$ cat src/rtl/wbpk_pkg.sv
package wbpk_pkg;
  localparam int CH_W   = 8;
  localparam int WORD_W = 32;
  localparam int LANE_N = WORD_W / 8;
  localparam int HALF_W = WORD_W / 2;
  localparam int FMT_W  = 4;
  localparam int NIB_W  = CH_W / 2;

  typedef enum logic [1:0] {
    CLS_BAD  = 2'd0,
    CLS_4444 = 2'd1,
    CLS_565  = 2'd2,
    CLS_8888 = 2'd3
  } fmt_class_e;

  // channel order, most significant slot first
  typedef enum logic [1:0] {
    ORD_ABGR = 2'd0,
    ORD_ARGB = 2'd1,
    ORD_BGRA = 2'd2,
    ORD_RGBA = 2'd3
  } ch_order_e;

  typedef struct packed {
    fmt_class_e cls;
    ch_order_e  order;
  } fmt_dec_t;
endpackage

$ cat src/rtl/wbpk_fmt_decode.sv
module wbpk_fmt_decode
  import wbpk_pkg::*;
(
  input  logic [FMT_W-1:0] code,
  output fmt_dec_t         dec
);
  always_comb begin
    dec.order = ch_order_e'(code[1:0]);
    unique case (code)
      4'd0, 4'd1, 4'd2, 4'd3:     dec.cls = CLS_4444;
      4'd6, 4'd7:                 dec.cls = CLS_565;
      4'd12, 4'd13, 4'd14, 4'd15: dec.cls = CLS_8888;
      default:                    dec.cls = CLS_BAD;
    endcase
  end
endmodule

$ cat src/rtl/wbpk_convert.sv
module wbpk_convert
  import wbpk_pkg::*;
(
  input  fmt_dec_t          dec,
  input  logic              alpha_store,
  input  logic              alpha_invert,
  input  logic [CH_W-1:0]   a_in,
  input  logic [CH_W-1:0]   r_in,
  input  logic [CH_W-1:0]   g_in,
  input  logic [CH_W-1:0]   b_in,
  output logic [WORD_W-1:0] pix_full,
  output logic [HALF_W-1:0] pix_half
);
  logic [CH_W-1:0] alpha_eff;
  logic [CH_W-1:0] slot [LANE_N];
  logic [HALF_W-1:0] p4444;
  logic [HALF_W-1:0] p565;

  always_comb begin
    if (alpha_store) alpha_eff = a_in ^ {CH_W{alpha_invert}};
    else             alpha_eff = {CH_W{alpha_invert}};
  end

  // slot[3] is the most significant channel
  always_comb begin
    unique case (dec.order)
      ORD_ABGR: begin slot[3] = alpha_eff; slot[2] = b_in; slot[1] = g_in; slot[0] = r_in; end
      ORD_ARGB: begin slot[3] = alpha_eff; slot[2] = r_in; slot[1] = g_in; slot[0] = b_in; end
      ORD_BGRA: begin slot[3] = b_in; slot[2] = g_in; slot[1] = r_in; slot[0] = alpha_eff; end
      default:  begin slot[3] = r_in; slot[2] = g_in; slot[1] = b_in; slot[0] = alpha_eff; end
    endcase
  end

  for (genvar i = 0; i < LANE_N; i++) begin : g_slot
    assign pix_full[i*CH_W +: CH_W] = slot[i];
    assign p4444[i*NIB_W +: NIB_W]  = slot[i][CH_W-1 -: NIB_W];
  end

  always_comb begin
    if (dec.order[0]) p565 = {r_in[CH_W-1 -: 5], g_in[CH_W-1 -: 6], b_in[CH_W-1 -: 5]};
    else              p565 = {b_in[CH_W-1 -: 5], g_in[CH_W-1 -: 6], r_in[CH_W-1 -: 5]};
  end

  assign pix_half = (dec.cls == CLS_565) ? p565 : p4444;
endmodule

$ cat src/rtl/wbpk_assembler.sv
module wbpk_assembler
  import wbpk_pkg::*;
(
  input  logic              clk,
  input  logic              rst_n,
  input  fmt_class_e        cls,
  input  logic [LANE_N-1:0] lane_mask,
  input  logic              in_valid,
  output logic              in_ready,
  input  logic              in_eol,
  input  logic [WORD_W-1:0] pix_full,
  input  logic [HALF_W-1:0] pix_half,
  output logic              out_valid,
  input  logic              out_ready,
  output logic [WORD_W-1:0] out_data,
  output logic [LANE_N-1:0] out_strb,
  output logic              fmt_error
);
  localparam logic [LANE_N-1:0] LOW_LANES = {{(LANE_N/2){1'b0}}, {(LANE_N/2){1'b1}}};

  logic              hold_q, hold_n;
  logic [HALF_W-1:0] half_q, half_n;
  logic              ov_n, err_n, load;
  logic [WORD_W-1:0] word_n;
  logic [LANE_N-1:0] strb_n;
  logic              accept;

  assign in_ready = !out_valid || out_ready;
  assign accept   = in_valid && in_ready;

  always_comb begin
    hold_n = hold_q;
    half_n = half_q;
    err_n  = fmt_error;
    load   = 1'b0;
    word_n = out_data;
    strb_n = out_strb;
    if (accept) begin
      unique case (cls)
        CLS_BAD: err_n = 1'b1;
        CLS_8888: begin
          load   = 1'b1;
          word_n = pix_full;
          strb_n = lane_mask;
        end
        default: begin
          if (hold_q) begin
            load   = 1'b1;
            word_n = {pix_half, half_q};
            strb_n = lane_mask;
            hold_n = 1'b0;
          end else if (in_eol) begin
            load   = 1'b1;
            word_n = {{HALF_W{1'b0}}, pix_half};
            strb_n = lane_mask & LOW_LANES;
          end else begin
            hold_n = 1'b1;
            half_n = pix_half;
          end
        end
      endcase
    end
    ov_n = load || (out_valid && !out_ready);
  end

  always_ff @(posedge clk or negedge rst_n) begin
    if (!rst_n) begin
      out_valid <= 1'b0;
      hold_q    <= 1'b0;
      fmt_error <= 1'b0;
    end else begin
      out_valid <= ov_n;
      hold_q    <= hold_n;
      fmt_error <= err_n;
    end
  end

  always_ff @(posedge clk or negedge rst_n) begin
    if (!rst_n) begin
      out_data <= '0;
      out_strb <= '0;
      half_q   <= '0;
    end else begin
      if (load) begin
        out_data <= word_n;
        out_strb <= strb_n;
      end
      if (accept) half_q <= half_n;
    end
  end


  stall_hold_chk: assert property (@(posedge clk) disable iff (!rst_n)
    out_valid && !out_ready |=> out_valid && $stable(out_data) && $stable(out_strb));

  stall_block_chk: assert property (@(posedge clk) disable iff (!rst_n)
    out_valid && !out_ready |-> !in_ready);

  err_sticky_chk: assert property (@(posedge clk) disable iff (!rst_n)
    fmt_error |=> fmt_error);

  bad_silent_chk: assert property (@(posedge clk) disable iff (!rst_n)
    in_valid && in_ready && cls == CLS_BAD |=> !out_valid);

  strb_lane_chk: assert property (@(posedge clk) disable iff (!rst_n)
    out_valid |-> (out_strb & ~lane_mask) == '0);

  word_cause_chk: assert property (@(posedge clk) disable iff (!rst_n)
    $rose(out_valid) |-> $past(in_valid && in_ready));
endmodule

$ cat src/rtl/wbpk_packer.sv
module wbpk_packer
  import wbpk_pkg::*;
(
  input  logic        clk,
  input  logic        rst_n,
  input  logic [3:0]  cfg_format,
  input  logic        cfg_alpha_store,
  input  logic        cfg_alpha_invert,
  input  logic [3:0]  cfg_lane_mask,
  input  logic        in_valid,
  output logic        in_ready,
  input  logic [7:0]  in_alpha,
  input  logic [7:0]  in_red,
  input  logic [7:0]  in_green,
  input  logic [7:0]  in_blue,
  input  logic        in_eol,
  output logic        out_valid,
  input  logic        out_ready,
  output logic [31:0] out_data,
  output logic [3:0]  out_strb,
  output logic        fmt_error
);
  fmt_dec_t          dec;
  logic [WORD_W-1:0] pix_full;
  logic [HALF_W-1:0] pix_half;

  wbpk_fmt_decode u_dec (
    .code (cfg_format),
    .dec  (dec)
  );

  wbpk_convert u_conv (
    .dec          (dec),
    .alpha_store  (cfg_alpha_store),
    .alpha_invert (cfg_alpha_invert),
    .a_in         (in_alpha),
    .r_in         (in_red),
    .g_in         (in_green),
    .b_in         (in_blue),
    .pix_full     (pix_full),
    .pix_half     (pix_half)
  );

  wbpk_assembler u_asm (
    .clk       (clk),
    .rst_n     (rst_n),
    .cls       (dec.cls),
    .lane_mask (cfg_lane_mask),
    .in_valid  (in_valid),
    .in_ready  (in_ready),
    .in_eol    (in_eol),
    .pix_full  (pix_full),
    .pix_half  (pix_half),
    .out_valid (out_valid),
    .out_ready (out_ready),
    .out_data  (out_data),
    .out_strb  (out_strb),
    .fmt_error (fmt_error)
  );
endmodule

$ cat config.mk
export PLATFORM = sky130hd
export DESIGN_NAME = wbpk_packer
export DESIGN_NICKNAME = d
export VERILOG_FILES = /design/src/rtl/wbpk_pkg.sv /design/src/rtl/wbpk_fmt_decode.sv /design/src/rtl/wbpk_convert.sv /design/src/rtl/wbpk_assembler.sv /design/src/rtl/wbpk_packer.sv
export SDC_FILE = /design/constraint.sdc
export NUM_CORES = 1
export LEC_CHECK = 0
export BUFFER_PORTS_ARGS = -buffer_cell sky130_fd_sc_hd__buf_2
export CAP_MARGIN = 25
export CORE_ASPECT_RATIO = 2
export CORE_UTILIZATION = 40
export CTS_BUF_LIST = sky130_fd_sc_hd__clkbuf_8
export CTS_CLUSTER_SIZE = 8
export DETAILED_ROUTE_END_ITERATION = 10
export MAX_ROUTING_LAYER = met4
export PLACE_DENSITY_LB_ADDON = 0.2
export SYNTH_ARGS = -nofsm -noshare
export SYNTH_HDL_FRONTEND = slang
export SYNTH_SLANG_ARGS = --single-unit
export TNS_END_PERCENT = 1
$ cat constraint.sdc
create_clock -name clk -period 2.5 [get_ports clk]
set_input_delay 0.625 -clock clk [delete_from_list [all_inputs] [get_ports clk]]
set_output_delay 0.625 -clock clk [all_outputs]
set_load 0.05 [all_outputs]
Word-level counts from Yosys, hierarchy flattened
Memories as Yosys holds them, arrays and structs flattened.
Index checks and enable logic that the tools add are counted.
{"block": "word_totals", "ff_bits": 55, "rom_bits": 32, "input_bits": 47, "out_inout_bits": 39, "word_cells": 46, "n_memories": 1}
{"block": "op_classes", "eq_ne": 4, "mux": 16, "n_bitwise": 5, "reduce_logical": 14}
{"name": "(name not given)", "depth": 16, "width": 2, "read_ports": 1, "rd_clocked_by_memory_dff": 0, "wr": 0, "line": "wbpk_fmt_decode.sv:9", "rtl": "unique case (code)"}
{"operator": "$pmux W32 S3", "count": 1}
{"operator": "$mux W32", "count": 2}
{"operator": "$pmux W32 S2", "count": 1}
{"operator": "$mux W16", "count": 2}
{"operator": "$mux W4", "count": 2}
{"operator": "$mux W8", "count": 1}
{"operator": "$pmux W4 S2", "count": 1}
{"operator": "$reduce_and A4 Y1", "count": 2}
{"operator": "$xor A8 B8 Y8", "count": 1}
{"operator": "$eq A2 B2 Y1 const B", "count": 3}
{"operator": "$mux W1", "count": 5}
{"operator": "$logic_not A2 Y1", "count": 2}
{"operator": "$not A1 Y1", "count": 4}
{"operator": "$reduce_and A2 Y1", "count": 2}
{"operator": "$reduce_bool A3 Y1", "count": 1}
{"operator": "$eq A2 B1 Y1 const B", "count": 1}
{"operator": "$logic_and A1 B1 Y1", "count": 2}
{"operator": "$logic_not A1 Y1", "count": 2}
{"operator": "$logic_or A1 B1 Y1", "count": 2}
{"operator": "$pmux W1 S2", "count": 1}
{"operator": "$reduce_or A2 Y1", "count": 1}

Depth between registers and ports, before layout
{"block": "logic_depth", "ltp_word": 7, "ltp_mapped": 7, "ltp_nobuf": 5}

Modules after synthesis
Synthesis repeated with hierarchy kept, for this count alone.
{"block": "hier_totals", "hier_cells": 338, "hier_area_um2": 3612.2}
{"mod": "wbpk_assembler", "n_inst": 1, "cells_each": 212, "area_each_um2": 2646.3, "seq_area_each_um2": 1376.3}
{"mod": "wbpk_convert", "n_inst": 1, "cells_each": 122, "area_each_um2": 934.6, "seq_area_each_um2": 0.0}
{"mod": "wbpk_fmt_decode", "n_inst": 1, "cells_each": 4, "area_each_um2": 31.3, "seq_area_each_um2": 0.0}

Worst setup path after synthesis
Ideal clock, no wire load.
{"block": "synth_timing", "path_kind": "in2reg", "from": "input port cfg_format[2]", "to": "register u_asm.half_q[0]", "setup_time_ns": 0.121, "arrival_ns": 1.982, "t_required_ns": 2.379, "slack_ns": 0.397, "cell_stages": 6, "path_buffers": 1, "cell_sequence": "ha_1 -> or3_1 -> a2111o_1 -> buf_4 -> nand2_1 -> o21ai_2"}
{"block": "synth_between", "elab_chain_cells": 5, "word_cells_on_any_way": 8, "cone_classes": "2 x eq/ne; 1 x mux; 1 x bitwise; 3 x reduce/logical; 1 x memory"}
{"element": "start, declared", "line": "wbpk_packer.sv:6", "rtl": "input logic [3:0] cfg_format,"}
{"element": "$mem_v2 Z16 W2 *"}
{"element": "$eq A2 B2 Y1 / $logic_not A2 Y1 (equally long branches)", "line": "wbpk_assembler.sv:39", "rtl": "unique case (cls)"}
{"element": "$reduce_or A2 Y1 (no line)"}
{"element": "$not A1 Y1 (no line)"}
{"element": "$reduce_and A4 Y1 (no line)"}
{"element": "end signal, assigned", "line": "wbpk_assembler.sv:88", "rtl": "if (accept) half_q <= half_n;"}
{"element": "end, declared", "line": "wbpk_assembler.sv:22", "rtl": "logic [HALF_W-1:0] half_q, half_n;"}
Every way passes the cells marked *; elsewhere a longest branch is shown, timed or not.
A chain may end at the register's enable or synchronous reset.

Final worst setup path
{"block": "layout_timing", "from": "input port cfg_format[2]", "to": "register u_asm.out_data[26]"}
{"block": "layout_between", "elab_chain_cells": 5, "word_cells_on_any_way": 12, "cone_classes": "2 x eq/ne; 5 x mux; 1 x bitwise; 3 x reduce/logical; 1 x memory"}
{"element": "$mem_v2 Z16 W2 *"}
{"element": "$eq A2 B2 Y1, or another cell as far along", "line": "wbpk_assembler.sv:39"}
{"element": "$pmux W1 S2 / $mux W16 (equally long branches)", "line": "wbpk_assembler.sv:39, wbpk_convert.sv:44"}
{"element": "$mux W1 / $mux W32 (equally long branches)", "line": "wbpk_assembler.sv:38, wbpk_assembler.sv:47"}
{"element": "$reduce_and A4 Y1 (no line) / $pmux W32 S2 (equally long branches)"}
{"element": "end signal, assigned", "line": "wbpk_assembler.sv:85", "rtl": "out_data <= word_n;"}
{"element": "end, declared", "line": "wbpk_assembler.sv:15", "rtl": "output logic [WORD_W-1:0] out_data,"}
Marks and branches as above.

==> results_dict.tcl <==
set metrics [dict create \
    syn-cell-area_um2 3430 \
    setup_viol 0 \
    via_per_inst 5.87 \
    ir_drop_uv 420 \
    drive_gt1_frac 0.302 \
    cts_buffer_depth 2 \
    cts_buffers 5 \
    track_usage 0.277 \
    cp.arrival_ns 2.43 \
    clk_pin_slew_ns 0.10 \
    status "completed" \
    ys_seq_area_frac 0.401 \
    rsz0062_at_grt "false" \
    nNetsFinal 543 \
    synth_cells 395 \
    postCtsHoldBufs 0 \
    setup_ws_ns 0.312 \
    ys.warnings.count 0 \
    worst_skew_pair.late_latency_ns 0.32 \
    fin_crit_sh 0.875 \
    hold_viol 0 \
    slowest_delay_ns 0.45 \
    crit_path_end_kind "flop" \
    dp_cells 586 \
    fin_skew_ns 0.00751 \
    cts_setup_buffers 0 \
    wl_per_cell_um 19.2 \
    slew_headroom 0.491 \
    cp_cell_sequence "buf_2 -> ha_1 -> o211a_1 -> a211oi_1 -> o21ai_0 -> buf_4 -> a31oi_1" \
    antenna_found_initial 0 \
    dr.pass1.iters 4 \
    tns_ns 0 \
    nFillCells 822 \
    htreeDepth 2 \
    gp_congestion 0.907 \
    first_iter_violations 280 \
    diodes 0 \
    cellPowerDensity_nw_per_um2 942 \
    die_h_um 133 \
    drc 0 \
    max_freq_mhz 457 \
    vias 3488 \
    die_w_um 67.5 \
    slew_viol_final 0 \
    clock-root-buffer "clkbuf_8" \
    syn_nets 443 \
    cts_sinks 55 \
    cp.required_ns 2.74 \
    worstMarginPinSlew_ns 0.763 \
    grt_max_degree 39 \
    start_kind "input port" \
    grt_overflow 0 \
    coreArea_um2 8290 \
    syn_area_per_cell_um2 8.70 \
    dpl.hpwl_um 8630 \
    path_class "in2reg" \
    preCtsSetupSlack_ns 0.0298 \
    io_pins 86 \
    post_cts_resized 0 \
    period_minus_slack_ns 2.19 \
    layout.cells.non_filler 594 \
    grt_pass1_wl_um 17600 \
    crit_fanout 17 \
    power.total_mw 4.03 \
    io_buffers 85 \
    start_util 0.414 \
    grt_pass1_vias 3322 \
    p_leak_nw 1.91 \
    wl_um 11400 \
    ys_ff_latch 55 \
    hp-class "in2async" \
    maxCapViolations 0 \
    synth_top_area_frac 0.401 \
    slowest_stage "a211oi_1" \
    synthTopCellsByArea "dfrtp_1 40%, a31oi_1 5.3%, mux2i_1 4.7%" \
    ant_nets 0 \
    area_delta_synth_final_pct 24.6 \
    synth_top_area_cell "dfrtp_1" \
    synth_cell_types 47 \
    num_rows 47 \
    die_area_um2 8980 \
    cts_tree "built" \
    final_common_cell "buf_2" \
    final_cell_mix "85 x buf_2, 55 x dfrtp_1, 40 x nor2_1, 37 x nand2_1, 34 x buf_4" \
]
==> worst paths after layout <==
| check | slack [ns] | startpoint | to | cells after the start |
|---|---|---|---|---|
| worst min register to register | 0.49 | u_asm.half_q[11] | u_asm.half_q[11] | 2 |
| max in group asynchronous | 1.60 | rst_n | u_asm.out_valid | 2 |
| min in group clk | 0.49 | u_asm.half_q[11] | u_asm.half_q[11] | 2 |
| worst max-delay path | 0.31 | cfg_format[2] | u_asm.out_data[26] | 7 |
| worst max register to register | 0.69 | u_asm.hold_q | u_asm.out_strb[1] | 5 |
| worst min-delay path | 0.29 | rst_n | u_asm.out_data[24] | 1 |
==> synth_stat cells (all sizes together) <==
| library cell | n |
|---|---|
| mux2i | 16 |
| a21oi | 28 |
| ha | 1 |
| xor2 | 3 |
| a31oi | 29 |
| o2111ai | 3 |
| a31o | 1 |
| nand3 | 4 |
| a32o | 2 |
| nand3b | 2 |
| a211o | 4 |
| o221a | 3 |
| a21bo | 4 |
| mux2 | 2 |
| a21boi | 1 |
| o21ai | 41 |
| buf | 17 |
| a2111o | 1 |
| or2 | 1 |
| clkinv | 1 |
| dfrtp | 55 |
| xnor2 | 4 |
| a41o | 1 |
| o221ai | 3 |
| a22o | 1 |
| o31ai | 1 |
| or3 | 1 |
| nor2b | 7 |
| a22oi | 8 |
| and4 | 4 |
| and2 | 6 |
| inv | 12 |
| clkbuf | 14 |
| a2111oi | 1 |
| nor3 | 7 |
| o211ai | 14 |
| a211oi | 10 |
| nor2 | 40 |
| a221oi | 4 |
| o211a | 1 |
| nand2 | 37 |
==> stage by stage <==
step	utilization	area, µm²	hold WS [ns]
floorplan	-	3430	0.329
global placement	0.504	4180	0.461
detailed placement	0.504	4180	0.467
CTS	0.516	4280	0.308
global route	0.516	4280	0.325
finish	0.516	4280	0.294
==> sequential cells by signal, indices dropped and copies added (netlist names) <==
name and flops:
u_asm.hold_q 1, u_asm.half_q 16, u_asm.out_strb 4, u_asm.fmt_error 1
u_asm.out_valid 1, u_asm.out_data 32
==> worst max-delay path: cells and delay by family <==
family / cells / cell delay [ns]
adder cells (fa/ha/maj): 1 / 0.31
AO/OA/AOI/OAI: 4 / 1.17
buffers and inverters: 2 / 0.32
==> kinds of logic (layout without fill, tap and decap cells) <==
group	Yosys count	count (layout)	synth area share
AND/OR/NAND/NOR	109	109	0.148
XOR/XNOR	7	7	0.0179
buffers and inverters	44	145	0.0601
AO/OA/AOI/OAI	161	161	0.317
flip-flops	55	55	0.401
adder cells (fa/ha/maj)	1	1	0.00364
multiplexers	18	18	0.0532
==> routing by layer <==
metal	wire (µm)	GRT usage
met1	4360	0.315
met2	5890	0.452
met3	576	0.0328
met4	582	0.151
met5	0	-
==> area by class of cell <==
cell class | count | area [µm²] | share of cell area
Clock buffer | 7 | 96.3 | 0.0225
Clock inverter | 1 | 3.75 | 0.000877
Inverter | 13 | 48.8 | 0.0114
Multi-Input combinational cell | 296 | 1850 | 0.433
Sequential cell | 55 | 1380 | 0.322
Tap cell | 98 | 123 | 0.0286
Timing Repair Buffer | 124 | 781 | 0.182
==> power by group <==
part	internal, mW	switching (mW)
clock	0.250	0.302
combinational	0.592	1.46
sequential	1.23	0.195
total	2.07	1.96
Note: power is estimated with default switching activity, not from simulation.
